**config.mk**
```make
export PLATFORM = sky130hd
export DESIGN_NAME = noise_shaper3
export DESIGN_NICKNAME = d
export VERILOG_FILES = /design/src/rtl/ns3_pkg.sv /design/src/rtl/ns3_sat_add.sv /design/src/rtl/ns3_lfsr_step.sv /design/src/rtl/ns3_quant.sv /design/src/rtl/noise_shaper3.sv
export SDC_FILE = /design/constraint.sdc
export NUM_CORES = 1
export LEC_CHECK = 0
export BUFFER_PORTS_ARGS = -buffer_cell sky130_fd_sc_hd__buf_2
export CORE_UTILIZATION = 40
export CTS_BUF_LIST = sky130_fd_sc_hd__clkbuf_8
export DETAILED_ROUTE_END_ITERATION = 7
export GPL_TIMING_DRIVEN = 1
export PLACE_DENSITY = 0.54
export SYNTH_ARGS = -nofsm -noshare
export SYNTH_HDL_FRONTEND = slang
export SYNTH_SLANG_ARGS = --single-unit
```
**constraint.sdc**
```tcl
create_clock -name clk_i -period 11.8 [get_ports clk_i]
set_input_delay 0.59 -clock clk_i [delete_from_list [all_inputs] [get_ports clk_i]]
set_output_delay 0.59 -clock clk_i [all_outputs]
set_load 0.02 [all_outputs]
```
**src/rtl/ns3_pkg.sv**
```systemverilog
package ns3_pkg;

    // Dither source: 35-bit maximal-length shift register, x^35 + x^33 + 1
    localparam int LFSR_LEN    = 35;
    localparam int LFSR_TAP_HI = 34;
    localparam int LFSR_TAP_LO = 32;

    // Number of low register bits that form the signed dither value
    localparam int DITH_BITS   = 3;

    typedef logic [LFSR_LEN-1:0] lfsr_t;

    localparam lfsr_t LFSR_SEED_DEF = 35'h2_4C1F_9A37;

endpackage

```
**src/rtl/ns3_sat_add.sv**
```systemverilog
// Saturating accumulator step: sum = clamp(acc + inc) at W-bit two's complement limits.
module ns3_sat_add #(
    parameter int W = 40
) (
    input  logic signed [W-1:0] acc_i,
    input  logic signed [W-1:0] inc_i,
    output logic signed [W-1:0] sum_o,
    output logic                clip_o
);

    localparam logic signed [W-1:0] MAX_V = {1'b0, {(W-1){1'b1}}};
    localparam logic signed [W-1:0] MIN_V = {1'b1, {(W-1){1'b0}}};

    logic signed [W:0] wide;

    always_comb begin
        wide   = $signed({acc_i[W-1], acc_i}) + $signed({inc_i[W-1], inc_i});
        clip_o = wide[W] != wide[W-1];
        if (!clip_o) begin
            sum_o = wide[W-1:0];
        end else if (wide[W]) begin
            sum_o = MIN_V;
        end else begin
            sum_o = MAX_V;
        end
    end

endmodule

```
**src/rtl/ns3_lfsr_step.sv**
```systemverilog
// Next-state logic of the dither register and the signed dither value it presents.
module ns3_lfsr_step
    import ns3_pkg::*;
#(
    parameter lfsr_t SEED = LFSR_SEED_DEF
) (
    input  lfsr_t                        cur_i,
    output lfsr_t                        nxt_o,
    output logic signed [DITH_BITS-1:0]  dith_o
);

    lfsr_t shifted;

    always_comb begin
        shifted = {cur_i[LFSR_LEN-2:0], cur_i[LFSR_TAP_HI] ^ cur_i[LFSR_TAP_LO]};
        // the all-zero state is a lock-up: fall back to the seed
        if (shifted == '0) begin
            nxt_o = SEED;
        end else begin
            nxt_o = shifted;
        end
        dith_o = $signed(cur_i[DITH_BITS-1:0]);
    end

endmodule

```
**src/rtl/ns3_quant.sv**
```systemverilog
// Multi-level quantizer: round to the nearest step, offset to midscale, clamp to 0..2^Q_BITS.
module ns3_quant #(
    parameter int SUM_W  = 43,
    parameter int STEP_W = 27,
    parameter int Q_BITS = 5
) (
    input  logic signed [SUM_W-1:0] v_i,
    output logic [Q_BITS:0]         code_o
);

    localparam int CODE_W = Q_BITS + 1;
    localparam int MID    = 1 << (Q_BITS - 1);
    localparam int LEVELS = 1 << Q_BITS;

    localparam logic signed [SUM_W:0] HALF  = (SUM_W+1)'(1) <<< (STEP_W - 1);
    localparam logic signed [SUM_W:0] MID_S = (SUM_W+1)'(MID);

    logic signed [SUM_W:0] biased;
    logic signed [SUM_W:0] steps;

    always_comb begin
        biased = (SUM_W+1)'(v_i) + HALF;
        steps  = biased >>> STEP_W;
        if (steps >= MID_S) begin
            code_o = CODE_W'(LEVELS);
        end else if (steps <= -MID_S) begin
            code_o = '0;
        end else begin
            code_o = CODE_W'(steps + MID_S);
        end
    end

endmodule

```
**src/rtl/noise_shaper3.sv**
```systemverilog
// Third-order feed-forward noise shaper with optional pseudorandom dither.
// Delaying integrators with feed-forward weights 3, 3, 1 and a direct input path
// give NTF = (1 - z^-1)^3 and STF = 1.
module noise_shaper3
    import ns3_pkg::*;
#(
    parameter int    DATA_W = 32,
    parameter int    Q_BITS = 5,
    parameter int    STEP_W = DATA_W - Q_BITS,
    parameter int    GUARD  = 8,
    parameter lfsr_t SEED   = LFSR_SEED_DEF
) (
    input  logic              clk_i,
    input  logic              rst_ni,
    input  logic [DATA_W-1:0] din_i,
    input  logic              din_vld_i,
    input  logic              dith_en_i,
    output logic [Q_BITS:0]   code_o,
    output logic              code_vld_o,
    output logic              ovf_o
);

    localparam int CODE_W = Q_BITS + 1;
    localparam int LEVELS = 1 << Q_BITS;
    localparam int MID    = LEVELS / 2;
    localparam int ACC_W  = DATA_W + GUARD;
    localparam int SUM_W  = ACC_W + 3;
    localparam int N_INT  = 3;

    localparam logic signed [CODE_W:0] MID_S = (CODE_W+1)'(MID);

    typedef struct packed {
        logic [N_INT-1:0][ACC_W-1:0] integ;
        lfsr_t                       lfsr;
        logic [CODE_W-1:0]           code;
        logic                        vld;
        logic                        ovf;
    } state_t;

    localparam state_t RST_ST = '{
        integ: '0,
        lfsr:  SEED,
        code:  CODE_W'(MID),
        vld:   1'b0,
        ovf:   1'b0
    };

    state_t st_d, st_q;

    lfsr_t                       lfsr_nxt;
    lfsr_t                       lfsr_now;
    logic signed [DITH_BITS-1:0] dith_raw;
    logic signed [SUM_W-1:0]     d_term;
    logic signed [SUM_W-1:0]     v_sum;
    logic [CODE_W-1:0]           q_code;
    logic signed [CODE_W:0]      code_off;
    logic signed [ACC_W-1:0]     x_acc;
    logic signed [ACC_W-1:0]     fb_acc;
    logic signed [ACC_W-1:0]     err_acc;
    logic [N_INT-1:0][ACC_W-1:0] inc;
    logic [N_INT-1:0][ACC_W-1:0] nxt_int;
    logic [N_INT-1:0]            clip;

    function automatic logic signed [SUM_W-1:0] widen(input logic [ACC_W-1:0] a);
        return SUM_W'($signed(a));
    endfunction

    function automatic logic signed [SUM_W-1:0] times3(input logic [ACC_W-1:0] a);
        logic signed [SUM_W-1:0] w;
        w = SUM_W'($signed(a));
        return (w <<< 1) + w;
    endfunction

    // ---------------- sub-blocks ----------------
    ns3_lfsr_step #(
        .SEED (SEED)
    ) i_lfsr (
        .cur_i  (st_q.lfsr),
        .nxt_o  (lfsr_nxt),
        .dith_o (dith_raw)
    );

    ns3_quant #(
        .SUM_W  (SUM_W),
        .STEP_W (STEP_W),
        .Q_BITS (Q_BITS)
    ) i_quant (
        .v_i    (v_sum),
        .code_o (q_code)
    );

    for (genvar g = 0; g < N_INT; g++) begin : g_int
        ns3_sat_add #(
            .W (ACC_W)
        ) i_acc (
            .acc_i  (st_q.integ[g]),
            .inc_i  (inc[g]),
            .sum_o  (nxt_int[g]),
            .clip_o (clip[g])
        );
    end

    // ---------------- loop datapath ----------------
    always_comb begin
        x_acc  = ACC_W'($signed(din_i));
        d_term = '0;
        if (dith_en_i) begin
            d_term = SUM_W'(dith_raw) <<< (STEP_W - DITH_BITS);
        end
        v_sum = widen(x_acc)
              + times3(st_q.integ[0])
              + times3(st_q.integ[1])
              + widen(st_q.integ[2])
              + d_term;

        code_off = $signed({1'b0, q_code}) - MID_S;
        fb_acc   = ACC_W'(code_off) <<< STEP_W;
        err_acc  = x_acc - fb_acc;

        inc[0] = err_acc;
        for (int i = 1; i < N_INT; i++) begin
            inc[i] = st_q.integ[i-1];
        end
    end

    // ---------------- next state ----------------
    always_comb begin
        st_d     = st_q;
        st_d.vld = din_vld_i;
        if (din_vld_i) begin
            st_d.integ = nxt_int;
            st_d.lfsr  = lfsr_nxt;
            st_d.code  = q_code;
            st_d.ovf   = st_q.ovf | (|clip);
        end
    end

    always_ff @(posedge clk_i or negedge rst_ni) begin
        if (!rst_ni) begin
            st_q <= RST_ST;
        end else begin
            st_q <= st_d;
        end
    end

    assign lfsr_now   = st_q.lfsr;
    assign code_o     = st_q.code;
    assign code_vld_o = st_q.vld;
    assign ovf_o      = st_q.ovf;

endmodule

```
==> summary.md <==
| Metric | Value |
|---|---|
| Status | finished clean |
| Mux share of post-synthesis cell area | 2.344% |
| EDFF count, synth | 0 |
| RSZ-0062 raised after global routing | no |
| Filler cells | 5352 |
| Critical R2R Capture | inc[42] |
| Synth Register Bits | 163 |
| Synth Instances | 2527 |
| CTS tree | yes |
| CP startpoint kind | register |
| Hold Vio Cnt, Final | 0 |
| CP Capture Type | register |
| Drt pass-1 iters | 5 |
| P&R area growth vs syn | 6.266% |
| IO Pins | 44 |
| Post-synthesis compound-gate area fraction | 20.54% |
| Setup repair bufs after CTS | 0 |
| Main combinational cell family by area after synthesis | adder cells |
| Max-cap violation count | 0 |
| Simple-Gate Fraction of Synth Area | 11.54% |
| Clk buf depth | 2 |
| Tcrit/Tclk final | 93.53% |
| XOR/XNOR Fraction of Synth Area | 5.717% |
| Syn Nets | 2964 |
| Final HPWL DP | 50520 µm |
| FMAX | 90.61 MHz |
| Initial antenna violation count | 0 |
| Layout cell share with drive strength beyond 1 | 8.487% |
| Most frequent cell on the critical path | inv_1 |
| GRT overflow | 0 |
| Number of CTS-inserted buffers | 17 |
| Sequential-to-total area share from yosys stat | 18.75% |
| Number of global-route vias before repair | 18093 |
| Slowest library cell on the worst path | or4_2 |
| DR vias/cell | 5.566 |
| Initial Utilization | 40.59% |
| Async set-reset flop share out of synthesis | 100.0% |
| Largest net degree at the start of global routing | 106 |
| Worst hold path type | in -> async |
| Commonest non-fill, non-tap cells in the layout | inv_1, ha_1, fa_1 |
| Crit path DAT | 11.53 ns |
| Fin. max-slew vios | 0 |
| Syn. warnings | 0 |
| Routed vias | 18041 |
| Post-synthesis adder-cell area fraction | 31.32% |
| CP peak stage delay | 0.57 ns |
| Final setup violation count | 0 |
| Clk sink count | 163 |
| H-tree levels | 4 |
| RD Place Congestion | 0.9960 |
| Row cnt | 85 |
| Top FF cell, synth | dfrtp_1 |
| Clock Latency Late Sink | 0.60 ns |
| CP max FO | 19 |
| ANT cells | 0 |
| Chip height | 235.9 µm |
| Layout Nets | 2969 |
| R2R depth | 40 |
| # port buffers | 43 |
| Drt wl/cell | 19.66 µm |
| Post-Syn Area | 0.02189 mm² |
| Die footprint | 0.05565 mm² |
| Reg-to-reg startpoint | inc[53] |
| Post-Route WL | 63700 µm |
| Root Driver | clkbuf_8 |
| First-pass GRT wire length | 103000 µm |
| Final min period | 11.04 ns |
| Die X-Extent | 235.9 µm |
| Final setup TNS | 0 ns |
| Worst path required time | 12.29 ns |
| Setup Crit Path Kind | reg -> reg |
| Rel. slew slack | 32.29% |
| Post-DRT Antenna Nets | 0 |
| Most common cell after layout, fill and taps aside | inv_1 |
| Least-Margin Pin Slew | 1.016 ns |
| GRT Total Usage | 23.86% |
| Syn Area/Cell | 8.661 µm² |
| DRC viols | 0 |
| R2R setup slack | 0.76 ns |
| DR iter-0 viols | 1131 |
| Core area | 0.05392 mm² |
| Clock transition at path regs | 0.12 ns |
| Fin Clk Skew | 0.03221 ns |
| Netlist cell types | 101 |
## cell usage after synthesis (7+ instances only)
library cell	instances	share of area, %
fa_1	178	16
and3_1	15	0.43
maj3_1	50	2.3
or4_1	9	0.31
nand3_1	57	1.3
nand2b_1	19	0.54
and4_1	8	0.32
buf_1	9	0.15
ha_1	223	13
o21a_1	31	1.1
a211oi_1	29	0.99
xnor2_1	105	4.2
nor2b_1	14	0.40
dfrtp_1	144	16
o31a_1	7	0.28
o22a_1	20	0.80
nor3_1	34	0.78
inv_1	476	8.2
dfstp_2	19	2.3
o211ai_1	52	1.8
xor2_1	31	1.2
o2bb2ai_1	8	0.32
a31oi_1	21	0.60
nor4_1	17	0.49
a2111oi_0	8	0.32
a21oi_1	165	3.8
clkbuf_1	59	1.0
o31ai_1	7	0.24
mux2_2	42	2.2
nor2_1	124	2.1
o21ai_0	126	2.9
nand2_1	116	2.0
a21o_1	77	2.6
and2_1	13	0.37
a31o_2	7	0.28
o21bai_1	18	0.62
o22ai_1	29	0.83
nand4_1	28	0.80
## worst max-delay path: cells and delay by family, from the launching register on
family / cells / cell delay, ns
simple gates: 11 / 3.18
fa+ha+maj: 8 / 3.28
compound gates: 13 / 3.00
buf+inv: 7 / 0.83
flops: 1 / 0.45
xor+xnor: 1 / 0.16
## worst max-delay path by stage
stage	to	slack (ns)	startpoint	depth (start not counted)
floorplan	inc[75]	1.49	dith_en_i	39
global placement	inc[41]	0.39	din_i[6]	41
detailed placement	inc[41]	0.22	din_i[6]	41
CTS	inc[41]	0.32	inc[45]	40
global route	inc[42]	0.03	inc[53]	40
finish	inc[42]	0.76	inc[53]	40
## flip-flops by register name (all words and copies together) (netlist names)
register / count
code_vld_o: 1
ovf_o: 1
st_q: 40
code_o: 6
inc: 80
lfsr_now: 35
## area by class of cell
type	instances	area, µm²	area share (%)
tap	696	870.8	3.744
clock buffer	17	234.0	1.006
clock inverter	15	146.4	0.6294
timing repair buffer	65	401.6	1.727
sequential	163	4103	17.64
multi-input combinational	1808	15710	67.55
inverter	477	1790	7.699
## kinds of logic after synthesis
| logic type | Yosys count |
|---|---|
| AO/OA/AOI/OAI | 676 |
| flip-flops | 163 |
| XOR/XNOR | 139 |
| adder cells (fa/ha/maj) | 451 |
| buffers and inverters | 556 |
| multiplexers | 46 |
| AND/OR/NAND/NOR | 496 |
## routing by layer
| metal | vias to the layer above | track usage [%] | share of wire, % |
|---|---|---|---|
| met2 | 372 | 38.71 | 46 |
| met1 | 8869 | 33.10 | 47 |
| met3 | 89 | 3.534 | 4.0 |
| met4 | 0 | 6.219 | 2.1 |
| met5 | - | 0 | 0 |
| li1 | 8711 | - | - |
## what timing repair did
action,in CTS,in global routing
gates resized for setup,0,6
hold buffers,0,0
endpoints found under the hold margin,0,0
setup endpoints to repair,0,41
## per-stage QoR
step	instance area, µm²	hold WS (ns)	utilization, %	cells	worst slack [ns]
after floorplan	21890	0.2944	-	2527	1.488
after global placement	22860	0.4878	42.39	3209	0.3851
after detailed placement	22860	0.4886	42.39	3209	0.2184
after CTS	23240	0.1021	43.10	3241	0.3242
after global routing	23260	0.1315	43.13	3241	0.03293
final	23260	0.08258	43.13	3241	0.7634
Power is not shown: default switching activity piles up to over one toggle a cycle in this logic, so the estimate is an artifact.
